## src/rtl/rtc_pkg.sv

```systemverilog
package rtc_pkg;

    localparam int NF     = 6;
    localparam int F_SEC  = 0;
    localparam int F_MIN  = 1;
    localparam int F_HOUR = 2;
    localparam int F_DAY  = 3;
    localparam int F_MON  = 4;
    localparam int F_YEAR = 5;

    localparam int CTRL_RUN  = 0;
    localparam int CTRL_SNAP = 6;

    localparam logic [7:0] A_WEEK = 8'h06;
    localparam logic [7:0] A_ALM0 = 8'h07;
    localparam logic [7:0] A_CTRL = 8'h0D;
    localparam logic [7:0] A_STAT = 8'h0E;
    localparam logic [7:0] A_IEN  = 8'h0F;
    localparam logic [7:0] A_CMP0 = 8'h10;
    localparam int         NCMP   = 2;

    typedef logic [NF-1:0][7:0] bcd_time_t;

    typedef struct packed {
        bcd_time_t  tm;
        logic [7:0] week;
    } cal_t;

    localparam bcd_time_t TIME_RST = {8'h00, 8'h01, 8'h01, 8'h00, 8'h00, 8'h00};

    function automatic logic [7:0] bcd_step(input logic [7:0] v,
                                            input logic [7:0] last,
                                            input logic [7:0] first);
        if (v == last)        return first;
        if (v[3:0] == 4'h9)   return {v[7:4] + 4'h1, 4'h0};
        return {v[7:4], v[3:0] + 4'h1};
    endfunction

    function automatic logic leap_year(input logic [7:0] y);
        if (!y[4]) return (y[3:0] == 4'h0) || (y[3:0] == 4'h4) || (y[3:0] == 4'h8);
        return (y[3:0] == 4'h2) || (y[3:0] == 4'h6);
    endfunction

    function automatic logic [7:0] month_last(input logic [7:0] mon, input logic [7:0] yr);
        case (mon)
            8'h02:                      return leap_year(yr) ? 8'h29 : 8'h28;
            8'h04, 8'h06, 8'h09, 8'h11: return 8'h30;
            default:                    return 8'h31;
        endcase
    endfunction

endpackage

```

## src/rtl/rtc_calendar.sv

```systemverilog
module rtc_calendar
    import rtc_pkg::*;
(
    input  logic            clk_i,
    input  logic            rst_ni,
    input  logic            advance_i,
    input  logic [NF:0]     wr_mask_i,
    input  logic [7:0]      wr_val_i,
    output bcd_time_t       cur_o,
    output bcd_time_t       nxt_o,
    output logic [7:0]      week_o,
    output logic [3:0]      evt_o
);

    cal_t cal_d, cal_q;

    always_comb begin
        cal_d = cal_q;
        evt_o = '0;
        if (advance_i) begin
            evt_o[0] = 1'b1;
            cal_d.tm[F_SEC] = bcd_step(cal_q.tm[F_SEC], 8'h59, 8'h00);
            if (cal_q.tm[F_SEC] == 8'h59) begin
                evt_o[1] = 1'b1;
                cal_d.tm[F_MIN] = bcd_step(cal_q.tm[F_MIN], 8'h59, 8'h00);
                if (cal_q.tm[F_MIN] == 8'h59) begin
                    evt_o[2] = 1'b1;
                    cal_d.tm[F_HOUR] = bcd_step(cal_q.tm[F_HOUR], 8'h23, 8'h00);
                    if (cal_q.tm[F_HOUR] == 8'h23) begin
                        evt_o[3] = 1'b1;
                        cal_d.week = (cal_q.week >= 8'd6) ? 8'd0 : cal_q.week + 8'd1;
                        cal_d.tm[F_DAY] = bcd_step(cal_q.tm[F_DAY],
                            month_last(cal_q.tm[F_MON], cal_q.tm[F_YEAR]), 8'h01);
                        if (cal_q.tm[F_DAY] == month_last(cal_q.tm[F_MON], cal_q.tm[F_YEAR])) begin
                            cal_d.tm[F_MON] = bcd_step(cal_q.tm[F_MON], 8'h12, 8'h01);
                            if (cal_q.tm[F_MON] == 8'h12)
                                cal_d.tm[F_YEAR] = bcd_step(cal_q.tm[F_YEAR], 8'h99, 8'h00);
                        end
                    end
                end
            end
        end
        for (int k = 0; k < NF; k++) begin
            if (wr_mask_i[k]) cal_d.tm[k] = wr_val_i;
        end
        if (wr_mask_i[NF]) cal_d.week = wr_val_i;
    end

    always_ff @(posedge clk_i) begin
        if (!rst_ni) begin
            cal_q.tm   <= TIME_RST;
            cal_q.week <= 8'h00;
        end else begin
            cal_q <= cal_d;
        end
    end

    assign cur_o  = cal_q.tm;
    assign nxt_o  = cal_d.tm;
    assign week_o = cal_q.week;

    // without a counted tick or a write the calendar holds
    p_frozen_r2: assert property (@(posedge clk_i) disable iff (!rst_ni)
        (!advance_i && wr_mask_i == '0) |=> ($stable(cal_q.tm) && $stable(cal_q.week)));

    // a counted tick with no write always moves the seconds
    p_tick_moves_r2: assert property (@(posedge clk_i) disable iff (!rst_ni)
        (advance_i && wr_mask_i == '0) |=> (cal_q.tm[F_SEC] != $past(cal_q.tm[F_SEC])));

    // a written field holds the written byte after the edge
    p_write_lands_r5: assert property (@(posedge clk_i) disable iff (!rst_ni)
        wr_mask_i[F_MIN] |=> (cal_q.tm[F_MIN] == $past(wr_val_i)));

endmodule

```

## src/rtl/rtc_flags.sv

```systemverilog
module rtc_flags
    import rtc_pkg::*;
(
    input  logic        clk_i,
    input  logic        rst_ni,
    input  logic        run_i,
    input  logic [3:0]  evt_i,
    input  logic        alarm_hit_i,
    input  logic        clr_i,
    input  logic [5:0]  clr_bits_i,
    input  logic [3:0]  ien_i,
    output logic [7:0]  status_o,
    output logic        irq_o
);

    localparam int FL_ALM = 4;
    localparam int FL_PWR = 5;

    typedef struct packed {
        logic [5:0] flg;
    } flags_t;

    flags_t fl_d, fl_q;
    logic   sel_flag;

    always_comb begin
        fl_d = fl_q;
        if (clr_i) fl_d.flg = fl_q.flg & ~clr_bits_i;
        fl_d.flg[3:0]   = fl_d.flg[3:0] | evt_i;
        fl_d.flg[FL_ALM] = fl_d.flg[FL_ALM] | alarm_hit_i;
    end

    always_ff @(posedge clk_i) begin
        if (!rst_ni) begin
            fl_q.flg <= 6'b100000;
        end else begin
            fl_q <= fl_d;
        end
    end

    assign sel_flag = fl_q.flg[ien_i[1:0]];
    assign irq_o    = (ien_i[3] & fl_q.flg[FL_ALM]) | (ien_i[2] & sel_flag);
    assign status_o = {fl_q.flg, run_i, 1'b0};

    // the alarm flag survives any cycle that does not clear it
    p_alarm_sticky_r9: assert property (@(posedge clk_i) disable iff (!rst_ni)
        (fl_q.flg[FL_ALM] && !(clr_i && clr_bits_i[FL_ALM])) |=> fl_q.flg[FL_ALM]);

    // a match always leaves the flag set, even against a clear
    p_set_wins_r9: assert property (@(posedge clk_i) disable iff (!rst_ni)
        alarm_hit_i |=> fl_q.flg[FL_ALM]);

    // both enables off keeps the line low
    p_irq_quiet_r10: assert property (@(posedge clk_i) disable iff (!rst_ni)
        (ien_i[3:2] == 2'b00) |-> !irq_o);

    // the power-up flag can only go from 1 to 0 through a clear
    p_pwr_clear_r1: assert property (@(posedge clk_i) disable iff (!rst_ni)
        (fl_q.flg[FL_PWR] && !(clr_i && clr_bits_i[FL_PWR])) |=> fl_q.flg[FL_PWR]);

endmodule

```

## src/rtl/rtc_bcd_core.sv

```systemverilog
module rtc_bcd_core
    import rtc_pkg::*;
#(
    parameter int ADDR_W = 5
) (
    input  logic              clk_i,
    input  logic              rst_ni,
    input  logic              sec_tick_i,
    input  logic [ADDR_W-1:0] addr_i,
    input  logic              wr_en_i,
    input  logic [7:0]        wdata_i,
    output logic [7:0]        rdata_o,
    output logic              irq_o
);

    localparam logic [ADDR_W-1:0] AD_WEEK = ADDR_W'(A_WEEK);
    localparam logic [ADDR_W-1:0] AD_CTRL = ADDR_W'(A_CTRL);
    localparam logic [ADDR_W-1:0] AD_STAT = ADDR_W'(A_STAT);
    localparam logic [ADDR_W-1:0] AD_IEN  = ADDR_W'(A_IEN);
    localparam logic [ADDR_W-1:0] AD_LAST = ADDR_W'(A_CMP0 + NCMP - 1);

    typedef struct packed {
        logic                  run;
        logic                  snap;
        logic [3:0]            ien;
        bcd_time_t             alarm;
        logic [NCMP-1:0][7:0]  comp;
        bcd_time_t             shadow;
    } regs_t;

    regs_t       regs_d, regs_q;
    logic [NF:0] cal_wmask;
    logic        ctrl_wr;
    logic        stat_wr;
    logic        advance;
    logic        alarm_hit;
    bcd_time_t   cal_cur;
    bcd_time_t   cal_nxt;
    logic [7:0]  cal_week;
    logic [3:0]  cal_evt;
    logic [7:0]  status;

    for (genvar g = 0; g < NF; g++) begin : g_time_wdec
        assign cal_wmask[g] = wr_en_i && (addr_i == ADDR_W'(g));
    end
    assign cal_wmask[NF] = wr_en_i && (addr_i == AD_WEEK);

    assign ctrl_wr   = wr_en_i && (addr_i == AD_CTRL);
    assign stat_wr   = wr_en_i && (addr_i == AD_STAT);
    assign advance   = sec_tick_i && regs_q.run;
    assign alarm_hit = advance && (cal_nxt == regs_q.alarm);

    always_comb begin
        regs_d = regs_q;
        if (ctrl_wr) begin
            regs_d.run  = wdata_i[CTRL_RUN];
            regs_d.snap = wdata_i[CTRL_SNAP];
            if (wdata_i[CTRL_SNAP]) regs_d.shadow = cal_cur;
        end
        if (wr_en_i && addr_i == AD_IEN) regs_d.ien = wdata_i[3:0];
        for (int k = 0; k < NF; k++) begin
            if (wr_en_i && addr_i == ADDR_W'(A_ALM0 + k)) regs_d.alarm[k] = wdata_i;
        end
        for (int k = 0; k < NCMP; k++) begin
            if (wr_en_i && addr_i == ADDR_W'(A_CMP0 + k)) regs_d.comp[k] = wdata_i;
        end
    end

    always_ff @(posedge clk_i) begin
        if (!rst_ni) begin
            regs_q <= '0;
        end else begin
            regs_q <= regs_d;
        end
    end

    rtc_calendar u_cal (
        .clk_i     (clk_i),
        .rst_ni    (rst_ni),
        .advance_i (advance),
        .wr_mask_i (cal_wmask),
        .wr_val_i  (wdata_i),
        .cur_o     (cal_cur),
        .nxt_o     (cal_nxt),
        .week_o    (cal_week),
        .evt_o     (cal_evt)
    );

    rtc_flags u_flags (
        .clk_i       (clk_i),
        .rst_ni      (rst_ni),
        .run_i       (regs_q.run),
        .evt_i       (cal_evt),
        .alarm_hit_i (alarm_hit),
        .clr_i       (stat_wr),
        .clr_bits_i  (wdata_i[7:2]),
        .ien_i       (regs_q.ien),
        .status_o    (status),
        .irq_o       (irq_o)
    );

    always_comb begin
        rdata_o = 8'h00;
        for (int k = 0; k < NF; k++) begin
            if (addr_i == ADDR_W'(k)) rdata_o = regs_q.snap ? regs_q.shadow[k] : cal_cur[k];
            if (addr_i == ADDR_W'(A_ALM0 + k)) rdata_o = regs_q.alarm[k];
        end
        for (int k = 0; k < NCMP; k++) begin
            if (addr_i == ADDR_W'(A_CMP0 + k)) rdata_o = regs_q.comp[k];
        end
        if (addr_i == AD_WEEK) rdata_o = cal_week;
        if (addr_i == AD_CTRL) rdata_o = {1'b0, regs_q.snap, 5'b0, regs_q.run};
        if (addr_i == AD_STAT) rdata_o = status;
        if (addr_i == AD_IEN)  rdata_o = {4'b0, regs_q.ien};
    end

    // addresses past the map read as zero
    p_unmapped_zero_r11: assert property (@(posedge clk_i) disable iff (!rst_ni)
        (addr_i > AD_LAST) |-> (rdata_o == 8'h00));

    // the shadow copy is frozen while snapshot mode is held
    p_shadow_hold_r6: assert property (@(posedge clk_i) disable iff (!rst_ni)
        (regs_q.snap && !ctrl_wr) |=> $stable(regs_q.shadow));

    // a tick while stopped leaves the seconds alone
    p_stopped_r2: assert property (@(posedge clk_i) disable iff (!rst_ni)
        (!regs_q.run && !cal_wmask[F_SEC]) |=> $stable(cal_cur[F_SEC]));

endmodule

```

## config.mk

```make
export PLATFORM = sky130hd
export DESIGN_NAME = rtc_bcd_core
export DESIGN_NICKNAME = d
export VERILOG_FILES = /design/src/rtl/rtc_pkg.sv /design/src/rtl/rtc_calendar.sv /design/src/rtl/rtc_flags.sv /design/src/rtl/rtc_bcd_core.sv
export SDC_FILE = /design/constraint.sdc
export NUM_CORES = 1
export LEC_CHECK = 0
export ABC_CLOCK_PERIOD_IN_PS = 7900
export BUFFER_PORTS_ARGS = -buffer_cell sky130_fd_sc_hd__buf_4
export CORE_MARGIN = 10
export CORE_UTILIZATION = 35
export CTS_BUF_LIST = sky130_fd_sc_hd__clkbuf_16
export DETAILED_ROUTE_END_ITERATION = 10
export SETUP_SLACK_MARGIN = 0.05
export SLEW_MARGIN = 20
export SYNTH_ARGS = -nofsm -noshare
export SYNTH_HDL_FRONTEND = slang
export SYNTH_HIERARCHICAL = 1
export SYNTH_SLANG_ARGS = --single-unit
```

## constraint.sdc

```tcl
create_clock -name clk_i -period 7.9 [get_ports clk_i]
set_input_delay 0.79 -clock clk_i [delete_from_list [all_inputs] [get_ports clk_i]]
set_output_delay 0.79 -clock clk_i [all_outputs]
set_load 0.05 [all_outputs]
```

==> out/metrics.csv <==
metric,value,unit
switching pwr,0.567,mW
postcts setup bufs,0,
clk sinks,180,
H-Tree Depth,4,
Initial Util,35.7,%
final WL,41900,µm
Synth area leaders,"dfxtp_1, nand2_1, a21boi_0, mux2i_1, buf_4",
layout cells sized above 1,9.38,%
Worst-Skew Late Latency,0.45,ns
Core Area,0.0337,mm²
Hold Path Stages,2,
Die Y,205,µm
Clock Power Share,44.4,%
Critical Path AT,5.05,ns
fraction of the yosys area taken by sequential cells,30.0,%
drt pass-1 iters,6,
crit path max fanout,59,
drt initial violations,1370,
post-synth net total,1558,
cell internal pwr,1.48,mW
synthesized area,0.0120,mm²
Synth area leader,dfxtp_1,
CP required,8.28,ns
pwr dens,163,mW/mm²
TritonCTS clock tree,yes,
diodes inserted,0,
Max Clk Rate,214,MHz
Pleak,4.15,nW
CTS Buffer Depth,2,
Area Overhead vs Synth,4.70,%
Crit. End Element,flop,
Tmin final,4.66,ns
clk slew on worst S/H paths,0.07,ns
maximum VDD drop,0.000116,V
final instance area,0.0126,mm²
pre-CTS WS,2.93,ns
Tot Pwr,2.05,mW
Die W,205,µm
Site Rows,67,
vias,11100,
R2R Path End,u_flags/fl_q[4]$_SDFF_PN0_,
synth unique cells,112,
hold path startpoint,regs_q[13]$_SDFFE_PN0P_,
Synth async-reset ratio,0,%
first-pass GRT wire length,64000,µm
total track usage,19.6,%
FF-to-FF path depth,14,
startpoint type of the worst setup path,input port,
Synth Warn #,6,
# Max-Cap Violations,0,
full die area,0.0422,mm²
io pins,26,
r2r setup slk,3.26,ns
initial antenna violation count,0,
Slew Limit Fails,0,
setup TNS,0,ns
hold endpoint,regs_q[13]$_SDFFE_PN0P_,
Seq pwr share,45.2,%
final net count,1465,
Fin. Hold Viols,0,
Tcrit/Tclk final,59.0,%
top cell type's share of synthesized area,30.0,%
via/cell ratio,5.89,
"Worst Path Class, Setup",input port to flop,
DRC,0,
RSZ-0062 raised after global routing,false,
Placer Congestion,0.979,
sw frac,27.7,%
Final ANT Viol Nets,0,
Num CTS Buffers,17,
Post-Synthesis Cells,1519,
Setup Skew,0.0160,ns
input/output buffers,25,
Hold WC Path Type,flop to flop,
status,finished clean,
Layout Utilization,37.4,%
number of global-route vias before repair,10300,
DP Area,0.0120,mm²
Syn Area/Cell,7.92,µm²
setup violators final,0,
Worst slew margin,21.5,%
"Hold-fix buffers, CTS",0,
Synth Flop Type,dfxtp_1,
worst-margin pin slew,1.17,ns
setup slack after layout,3.24,ns
root buffer cell,clkbuf_16,
largest net degree at the start of global routing,113,
CP startpoint,wr_en_i,
"EDFF count, synth",0,
Combinational Power Share,10.3,%
Wirelength per Cell,22.2,µm
Reg2Reg Launch Point,regs_q[117]$_SDFFE_PN0P_,
hpwl dp,29300,µm
Post-CTS Resized,0,
synthesized flop and latch total,180,
remaining global-route overflow,0,
==> power by group through the flow <==
stage,registers [mW],clock network [mW],logic (mW)
final,0.927,0.910,0.211
after CTS,0.926,0.919,0.206
after floorplan,0.943,0,0.148
after global placement,0.948,0,0.207
after global routing,0.928,0.954,0.222
after detailed placement,0.948,0,0.206
==> through the flow <==
step,instances,hold slack [ns]
2_1_floorplan,1519,0.432
3_3_place_gp,1855,0.438
3_5_place_dp,1855,0.446
4_1_cts,1887,0.456
5_1_grt,1887,0.475
6_report,1887,0.451
==> cells in the mapped netlist, drive strengths merged (23+ instances only) <==
cell type and n:
a21oi 61, o21ai 73, inv 41, nor3 33, nor2b 23, nand3 88
a21boi 110, buf 97, nor2 75, xnor2 35, mux2i 60, and2 36
clkbuf 50, dfxtp 180, nand2 244
==> worst max-delay path by stage <==
stage                     slack (ns)  cells past startpoint                          to
after global placement          3.03                     15  u_flags/fl_q[4]$_SDFF_PN0_
after CTS                       3.39                     14  u_flags/fl_q[4]$_SDFF_PN0_
after global routing            2.90                     13  u_flags/fl_q[4]$_SDFF_PN0_
final                           3.24                     12  u_flags/fl_q[4]$_SDFF_PN0_
after detailed placement        2.93                     15  u_flags/fl_q[4]$_SDFF_PN0_
after floorplan                 3.69                     16  u_flags/fl_q[4]$_SDFF_PN0_
==> flip-flops by register name, summed over array words and instances (netlist names) <==
signal,flops
u_flags/fl_q,6
u_cal/cur_o,48
regs_q,118
u_cal/week_o,8
==> area by class of cell <==
cell class	instances	area, µm²
Tap cell	448	561
Multi-Input combinational cell	1148	7390
Clock inverter	15	180
Inverter	42	158
Clock buffer	17	425
Timing Repair Buffer	37	278
Sequential cell	180	3600
Fill cell	3542	21100
==> layer usage <==
layer  vias to the layer above  part of all wire [%]  GRT usage, %
li1                       5194                     -             -
met1                      5363                    46          27.1
met2                       475                    44          30.2
met3                        76                   6.5          3.04
met5                         -                     0             0
met4                         0                   2.9          6.96
==> cell families after synthesis <==
| kind of cell | Yosys count | share of synthesized area, % |
|---|---|---|
| DFF | 180 | 30.0 |
| xor gates and xnor gates | 49 | 3.57 |
| and+or+nand+nor | 598 | 25.2 |
| muxes | 83 | 7.27 |
| adders and majority gates | 22 | 2.29 |
| buffers and inverters | 191 | 8.80 |
| other | 1 | 0.0312 |
| AOI/OAI and AO/OA | 395 | 22.8 |
==> cell usage in the layout (no fill, tap or decap), drive strengths merged, types with 6 or more instances in the layout <==
master	instances
nand2	244
dfxtp	180
a21boi	110
nand3	88
nor2	75
o21ai	73
a21oi	61
mux2i	60
inv	48
buf	37
and2	36
xnor2	35
nor3	33
nor2b	23
ha	22
mux2	22
nand4	18
clkbuf	17
a31oi	17
o22ai	15
o221ai	14
xor2	14
o211ai	12
nor4	12
a211oi	11
nor3b	9
nand2b	8
o21a	8
nand3b	8
a22oi	7
o2111ai	7
o31ai	7
a221oi	6
and3	6
or4	6
==> critical path, cell delays in order <==
cell and delay, ns:
buf_4 0.52, inv_1 0.40, nor2_1 0.81, inv_1 0.43, o211ai_1 0.20, o211ai_1 0.13
xnor2_1 0.37, nand3_1 0.16, nor3_1 0.48, nand2_1 0.10, a2111oi_0 0.42, o21a_1 0.19
Power figures use the tool's default switching activity.
